[src/rtl/epl_tap_pkg.sv]
package epl_tap_pkg;

  typedef enum logic [1:0] {
    MODE_FIRST  = 2'd0,
    MODE_SECOND = 2'd1,
    MODE_BOTH   = 2'd2,
    MODE_SINGLE = 2'd3
  } code_mode_e;

  typedef struct packed {
    logic gt;
    logic val;
  } smp_t;

endpackage

[src/rtl/epl_rst_sync.sv]
module epl_rst_sync (
  input  logic clk,
  input  logic rst_n,
  output logic rst_sn
);
  logic [1:0] sync_q;

  always_ff @(posedge clk or negedge rst_n) begin
    if (!rst_n) sync_q <= 2'b00;
    else        sync_q <= {sync_q[0], 1'b1};
  end

  assign rst_sn = sync_q[1];
endmodule

[src/rtl/epl_tap_ctl.sv]
module epl_tap_ctl
  import epl_tap_pkg::*;
#(
  parameter int SPC     = 40,
  parameter int SP_MIN  = 2,
  parameter int SP_MAX  = 20,
  parameter int OFF_MAX = 20,
  parameter int SPW     = 5,
  parameter int OFW     = 6,
  parameter int DEPTH   = 81,
  localparam int CW     = $clog2(DEPTH + 1)
) (
  input  logic                  clk,
  input  logic                  rst_n,
  input  logic                  sample_en,
  input  logic                  chip_edge,
  input  logic [SPW-1:0]        spacing_req,
  input  logic signed [OFW-1:0] offset_req,
  input  logic                  offset_ld,
  input  logic [1:0]            mode_req,
  output logic [SPW-1:0]        sp_o,
  output logic signed [OFW-1:0] off_o,
  output code_mode_e            mode_o,
  output logic                  valid_o
);
  localparam logic [SPW-1:0]        SP_LO  = SPW'(SP_MIN);
  localparam logic [SPW-1:0]        SP_HI  = SPW'(SP_MAX);
  localparam logic signed [OFW-1:0] OFF_HI = OFW'(OFF_MAX);
  localparam logic signed [OFW-1:0] OFF_LO = OFW'(-OFF_MAX);
  localparam logic [CW-1:0]         FILL   = CW'(DEPTH);
  localparam logic [CW-1:0]         FLUSH  = CW'(SPC);

  logic [SPW-1:0]        sp_q, sp_d;
  logic signed [OFW-1:0] off_q, off_d;
  code_mode_e            mode_q, mode_d;
  logic [CW-1:0]         cnt_q, cnt_d;
  logic                  sp_en, off_en, mode_en;

  // clock enables
  assign sp_en   = sample_en & chip_edge;
  assign off_en  = offset_ld;
  assign mode_en = sample_en;

  // next state
  always_comb begin
    if (spacing_req < SP_LO)      sp_d = SP_LO;
    else if (spacing_req > SP_HI) sp_d = SP_HI;
    else                          sp_d = spacing_req;

    if (offset_req > OFF_HI)      off_d = OFF_HI;
    else if (offset_req < OFF_LO) off_d = OFF_LO;
    else                          off_d = offset_req;

    mode_d = code_mode_e'(mode_req);

    if (offset_ld)                       cnt_d = FLUSH;
    else if (sample_en && cnt_q != '0)   cnt_d = cnt_q - 1'b1;
    else                                 cnt_d = cnt_q;
  end

  // registers
  always_ff @(posedge clk or negedge rst_n) begin
    if (!rst_n) begin
      sp_q   <= SP_HI;
      off_q  <= '0;
      mode_q <= MODE_BOTH;
      cnt_q  <= FILL;
    end else begin
      if (sp_en)   sp_q   <= sp_d;
      if (off_en)  off_q  <= off_d;
      if (mode_en) mode_q <= mode_d;
      cnt_q <= cnt_d;
    end
  end

  assign sp_o    = sp_q;
  assign off_o   = off_q;
  assign mode_o  = mode_q;
  assign valid_o = (cnt_q == '0);

  // spacing moves only at an accepted chip-start sample
  a_r4_sp_hold: assert property (@(posedge clk) disable iff (!rst_n)
    !(sample_en && chip_edge) |=> $stable(sp_q));
  // active spacing within legal range
  a_r3_sp_range: assert property (@(posedge clk) disable iff (!rst_n)
    (sp_q >= SP_LO) && (sp_q <= SP_HI));
  // active offset within legal range
  a_r5_off_range: assert property (@(posedge clk) disable iff (!rst_n)
    (off_q >= OFF_LO) && (off_q <= OFF_HI));
  // an offset load always drops valid
  a_r6_flush_low: assert property (@(posedge clk) disable iff (!rst_n)
    offset_ld |=> !valid_o);
  // flush counts one per accepted sample
  a_r6_cnt_step: assert property (@(posedge clk) disable iff (!rst_n)
    (sample_en && !offset_ld && cnt_q != '0) |=> (cnt_q == $past(cnt_q) - 1'b1));
endmodule

[src/rtl/epl_delay_line.sv]
module epl_delay_line
  import epl_tap_pkg::*;
#(
  parameter int DEPTH = 81
) (
  input  logic              clk,
  input  logic              rst_n,
  input  logic              shift_en,
  input  smp_t              din,
  output smp_t [DEPTH-1:0]  line_o
);
  smp_t [DEPTH-1:0] line_q;

  generate
    for (genvar k = 0; k < DEPTH; k++) begin : g_stage
      smp_t stage_d;
      if (k == 0) begin : g_head
        assign stage_d = din;
      end else begin : g_body
        assign stage_d = line_q[k-1];
      end
      always_ff @(posedge clk or negedge rst_n) begin
        if (!rst_n)        line_q[k] <= '0;
        else if (shift_en) line_q[k] <= stage_d;
      end
    end
  endgenerate

  assign line_o = line_q;

  // newest stage takes the offered sample
  a_r1_head: assert property (@(posedge clk) disable iff (!rst_n)
    shift_en |=> (line_q[0] == $past(din)));
  // no sample, no movement
  a_r9_line_hold: assert property (@(posedge clk) disable iff (!rst_n)
    !shift_en |=> $stable(line_q));
endmodule

[src/rtl/epl_tap_mux.sv]
module epl_tap_mux
  import epl_tap_pkg::*;
#(
  parameter int DEPTH  = 81,
  parameter int CENTER = 40,
  parameter int SPW    = 5,
  parameter int OFW    = 6,
  localparam int IDXW  = $clog2(DEPTH)
) (
  input  logic                  clk,
  input  logic                  rst_n,
  input  smp_t [DEPTH-1:0]      line_i,
  input  logic [SPW-1:0]        sp_i,
  input  logic signed [OFW-1:0] off_i,
  input  code_mode_e            mode_i,
  output logic                  early_o,
  output logic                  prompt_o,
  output logic                  late_o,
  output logic                  gate_o,
  output logic                  acc_en_o
);
  logic [IDXW-1:0] idx_e, idx_p, idx_l;
  smp_t            tap_e, tap_p, tap_l;

  assign idx_p = IDXW'(CENTER + int'(off_i));
  assign idx_e = IDXW'(CENTER + int'(off_i) - int'(sp_i));
  assign idx_l = IDXW'(CENTER + int'(off_i) + int'(sp_i));

  assign tap_e = line_i[idx_e];
  assign tap_p = line_i[idx_p];
  assign tap_l = line_i[idx_l];

  always_comb begin
    early_o  = tap_e.val;
    prompt_o = tap_p.val;
    late_o   = tap_l.val;
    gate_o   = tap_p.gt;
    acc_en_o = 1'b1;
    unique case (mode_i)
      MODE_FIRST:  acc_en_o = ~tap_p.gt;
      MODE_SECOND: acc_en_o = tap_p.gt;
      MODE_BOTH:   acc_en_o = 1'b1;
      MODE_SINGLE: begin
        acc_en_o = 1'b1;
        gate_o   = 1'b0;
      end
      default:     acc_en_o = 1'b1;
    endcase
  end

  // single-code mode never reports the second code
  a_r8_single_gate: assert property (@(posedge clk) disable iff (!rst_n)
    (mode_i == MODE_SINGLE) |-> !gate_o);
  // combined and single modes integrate every sample
  a_r8_acc_all: assert property (@(posedge clk) disable iff (!rst_n)
    (mode_i == MODE_BOTH || mode_i == MODE_SINGLE) |-> acc_en_o);
  // taps stay inside the delay line
  a_r2_tap_bounds: assert property (@(posedge clk) disable iff (!rst_n)
    (int'(idx_e) < DEPTH) && (int'(idx_l) < DEPTH) && (idx_e <= idx_p) && (idx_p <= idx_l));
endmodule

[src/rtl/epl_tap_gen.sv]
module epl_tap_gen
  import epl_tap_pkg::*;
#(
  parameter int SPC     = 40,
  parameter int SP_MIN  = 2,
  parameter int SP_MAX  = 20,
  parameter int OFF_MAX = 20,
  parameter int SPW     = 5,
  parameter int OFW     = 6,
  localparam int CENTER = SP_MAX + OFF_MAX,
  localparam int DEPTH  = 2 * CENTER + 1
) (
  input  logic                  clk,
  input  logic                  rst_n,
  input  logic                  sample_en,
  input  logic                  rep_bit,
  input  logic                  rep_gate,
  input  logic                  chip_edge,
  input  logic [SPW-1:0]        spacing_req,
  input  logic signed [OFW-1:0] offset_req,
  input  logic                  offset_ld,
  input  logic [1:0]            mode_req,
  output logic                  early_o,
  output logic                  prompt_o,
  output logic                  late_o,
  output logic                  gate_o,
  output logic                  acc_en_o,
  output logic                  valid_o
);
  logic                  rst_sn;
  logic [SPW-1:0]        sp;
  logic signed [OFW-1:0] off;
  code_mode_e            mode;
  smp_t                  din;
  smp_t [DEPTH-1:0]      line;

  assign din.gt  = rep_gate;
  assign din.val = rep_bit;

  epl_rst_sync u_rst (
    .clk    (clk),
    .rst_n  (rst_n),
    .rst_sn (rst_sn)
  );

  epl_tap_ctl #(
    .SPC(SPC), .SP_MIN(SP_MIN), .SP_MAX(SP_MAX), .OFF_MAX(OFF_MAX),
    .SPW(SPW), .OFW(OFW), .DEPTH(DEPTH)
  ) u_ctl (
    .clk         (clk),
    .rst_n       (rst_sn),
    .sample_en   (sample_en),
    .chip_edge   (chip_edge),
    .spacing_req (spacing_req),
    .offset_req  (offset_req),
    .offset_ld   (offset_ld),
    .mode_req    (mode_req),
    .sp_o        (sp),
    .off_o       (off),
    .mode_o      (mode),
    .valid_o     (valid_o)
  );

  epl_delay_line #(.DEPTH(DEPTH)) u_line (
    .clk      (clk),
    .rst_n    (rst_sn),
    .shift_en (sample_en),
    .din      (din),
    .line_o   (line)
  );

  epl_tap_mux #(
    .DEPTH(DEPTH), .CENTER(CENTER), .SPW(SPW), .OFW(OFW)
  ) u_mux (
    .clk      (clk),
    .rst_n    (rst_sn),
    .line_i   (line),
    .sp_i     (sp),
    .off_i    (off),
    .mode_i   (mode),
    .early_o  (early_o),
    .prompt_o (prompt_o),
    .late_o   (late_o),
    .gate_o   (gate_o),
    .acc_en_o (acc_en_o)
  );
endmodule

[config.mk]
export PLATFORM = sky130hd
export DESIGN_NAME = epl_tap_gen
export DESIGN_NICKNAME = d
export VERILOG_FILES = /design/src/rtl/epl_tap_pkg.sv /design/src/rtl/epl_rst_sync.sv /design/src/rtl/epl_tap_ctl.sv /design/src/rtl/epl_delay_line.sv /design/src/rtl/epl_tap_mux.sv /design/src/rtl/epl_tap_gen.sv
export SDC_FILE = /design/constraint.sdc
export NUM_CORES = 1
export LEC_CHECK = 0
export ABC_AREA = 1
export BUFFER_PORTS_ARGS = -buffer_cell sky130_fd_sc_hd__buf_2
export CORE_UTILIZATION = 25
export CTS_CLUSTER_DIAMETER = 40
export CTS_CLUSTER_SIZE = 28
export DETAILED_ROUTE_END_ITERATION = 6
export GPL_TIMING_DRIVEN = 0
export PLACE_DENSITY = 0.4
export SLEW_MARGIN = 20
export SYNTH_ARGS = -nofsm -noshare
export SYNTH_HDL_FRONTEND = slang
export SYNTH_SLANG_ARGS = --single-unit
[constraint.sdc]
create_clock -name clk -period 5.3 [get_ports clk]
set_input_delay 0.265 -clock clk [delete_from_list [all_inputs] [get_ports clk]]
set_output_delay 0.265 -clock clk [all_outputs]
set_load 0.02 [all_outputs]
==> impl_results.md <==
- Status: finished clean
- Commonest non-fill, non-tap cell in the layout: nand2_1
- Initial antenna violation count: 0
- R2R setup slack: 3.42 ns
- Port Buffers: 24
- Commonest non-fill, non-tap cells in the layout: nand2_1 (371), o21ai_0 (254), dfrtp_1 (177), inv_1 (159), nand3_1 (116)
- Ports: 26
- Via/cell ratio: 4.85
- Avg Cell Area, Syn: 7.45 µm²
- N_diodes: 0
- Final net count: 1448
- Cells after synthesis: 1363
- GRT Max-Usage Layer: met2
- Crit path time final: 3.95 ns
- Critical Path End: late_o
- CP Capture Type: output pin
- First-pass GRT wire length: 58600 µm
- CTS Buffer Depth: 2
- Tcrit/Tclk final: 74.5%
- Placer Congestion: 0.848
- Yosys reg bits: 184
- Cell accounting for the most synthesized area: dfrtp_1
- Total routed wirelength: 37800 µm
- CTS tree: yes
- Least-Margin Pin Slew: 0.858 ns
- Die area: 41400 µm²
- Mapped Area: 10100 µm²
- Post-CTS sizing: 0
- M3 GR Usage: 3.32%
- Fmax: 253 MHz
- Reg clk slew, reported paths: 0.08 ns
- Area Growth Syn to Fin: 15.1%
- Die width: 203 µm
- Critical path class: reg2out
- Hold crit path type: in2reg
- CTS sink count: 184
- Clk root buf: clkbuf_16
- # Max-Cap Violations: 0
- Inst Count DP: 1916
- Gr ovfl total: 0
- Static Leakage: 5.29 nW
- Remaining DRCs: 0
- RSZ-0062 raised after global routing: no
- DR pass1 iterations: 5
- CP max FO: 10
- Chip height: 203 µm
- GRT Resource Usage Total: 19.1%
- CP max stage cell: o21ai_0
- Reg2reg end: u_ctl.cnt_q[5]
- Setup TNS: 0 ns
- Layout cell share with drive strength beyond 1: 8.49%
- Final setup violation count: 0
- DR iter-0 viols: 836
- # H-tree levels: 4
- Peak supply drop: 240 µV
- Post-route insts no fill: 1951
- Synth unique cells: 42
- EDFF count, synth: 0
- Dominant synthesized flop cell: dfrtp_1
- Post-DP HPWL: 27300 µm
- Largest net degree at the start of global routing: 51
- Cell Rows: 73
- Crit path arrival time: 3.68 ns
- DR vias: 9468
- Pwr dens: 406 nW/µm²
- Core area: 39900 µm²
- Hold Fails Final Rpt: 0
- Max-Slew Margin vs Limit: 42.8%
- Post-synthesis sequential area ratio: 45.4%
- GR Util met2: 30.2%
- Worst r2r src: u_ctl.cnt_q[0]
- Fin. max-slew vios: 0
- Vias in the first global route: 9268
- Setup WS pre-CTS: 1.85 ns
- CP startpoint: u_ctl.off_o[0]
- Yosys warns: 0
- Skew-Pair Late Insertion Delay: 0.46 ns
- ANT nets after route: 0
- Initial Utilization: 25.4%
- CP peak stage delay: 0.44 ns
- Clock buffer count from CTS: 17
- R2R depth: 10
- Worst path cell trace: buf_4, inv_2, buf_4, buf_4, ha_1, buf_2, buf_2, o21ai_0, nand2_1, o211ai_1, nand3_1, nand3_1, nand2_1, o211ai_1, nand2_1, buf_2
- WL/cell: 19.4 µm
- Worst EP required: 5.04 ns
- Met1 GRT Util: 26.6%
- Clock Skew: 0.0155 ns
- Mapped Nets: 1398
- Crit path launch type: flop
- Yosys top cell area share: 43.9%
- Worst Slack Setup Final: 1.35 ns
- Async SR Flop Fraction: 100%
- Top area cells in the synthesized netlist: dfrtp_1 (44%), nand2_1 (14%), o21ai_0 (13%), inv_1 (5.9%), nand3_1 (5.7%)
## synth_stat cells, drive strengths merged (3+ instances only)
| cell type | count |
|---|---|
| buf | 41 |
| nand3 | 116 |
| clkbuf | 46 |
| nand2 | 373 |
| inv | 164 |
| nor2 | 25 |
| o211ai | 34 |
| dfrtp | 178 |
| ha | 13 |
| o21ai | 268 |
| dfstp | 6 |
| xor2 | 7 |
| nor3 | 5 |
| a21oi | 65 |
| a22oi | 3 |
## worst max-delay path, delay by kind of cell (launching register included)
kind / cells / cell delay, ns
compound gates: 3 / 0.72
buf+inv: 7 / 1.35
fa+ha+maj: 1 / 0.26
simple gates: 5 / 0.51
flops: 1 / 0.39
## cells by family after synthesis
kind of cell,Yosys count,share of synthesized area [%]
AOI/OAI and AO/OA,379,20.1
xor gates and xnor gates,9,1.04
adders and majority gates,15,2.00
buffers and inverters,252,10.4
DFF,184,45.4
other,1,0.0369
and+or+nand+nor,523,21.0
## what timing repair did
action / in CTS / in global routing
hold buffers: 3 / 0
setup buffers: 0 / 0
hold endpoints to repair: 4 / 0
## worst min path at each step
| stage | cells after the start | start | slack (ns) | end |
|---|---|---|---|---|
| floorplan | 0 | rst_n | -0.03 | u_rst.sync_q[0] |
| global placement | 1 | rst_n | 0.05 | u_rst.sync_q[0] |
| detailed placement | 1 | rst_n | 0.05 | u_rst.sync_q[0] |
| CTS | 3 | mode_req[0] | 0.0009 | u_ctl.mode_o[0] |
| global route | 3 | mode_req[0] | 0.02 | u_ctl.mode_o[0] |
| finish | 3 | mode_req[0] | 0.02 | u_ctl.mode_o[0] |
## flip-flops by register name, indices dropped and copies added (netlist names)
register and count:
u_line.line_o 162, u_ctl.cnt_q 7, u_ctl.off_o 6, u_ctl.sp_o 5
u_ctl.mode_o 2, u_rst.sync_q 2
## routing by layer
metal | wire length, µm | vias to the layer above | part of all wire [%]
met2 | 17200 | 242 | 45
met3 | 1900 | 44 | 5.0
met4 | 745 | 0 | 2.0
met5 | 0 | - | 0
met1 | 17900 | 4633 | 48
li1 | - | 4549 | -
## layout make-up
| type | instances | area [µm²] |
|---|---|---|
| Clock buffer | 19 | 443 |
| Buffer | 87 | 432 |
| Sequential cell | 184 | 4620 |
| Clock inverter | 13 | 184 |
| Tap cell | 525 | 657 |
| Fill cell | 4385 | 28200 |
| Inverter | 165 | 619 |
| Timing Repair Buffer | 31 | 245 |
| Multi-Input combinational cell | 927 | 4490 |
## stage by stage
step | power (mW) | hold WS (ns) | instance area, µm² | utilization (%)
after floorplan | 2.81 | -0.0306 | 10200 | -
after global placement | 3.34 | 0.0501 | 10900 | 27.4
after detailed placement | 3.36 | 0.0528 | 11000 | 27.6
after CTS | 4.78 | 0.000864 | 11700 | 29.3
after global routing | 5.06 | 0.0170 | 11700 | 29.3
final | 4.74 | 0.0178 | 11700 | 29.3
## report_power, final
part / internal (mW) / leakage (nW) / switching [mW]
Sequential: 1.62 / 2.39 / 0.145
Clock: 0.770 / 0.296 / 0.632
Combinational: 0.487 / 2.61 / 1.09
Note: power is estimated with default switching activity, not from simulation.
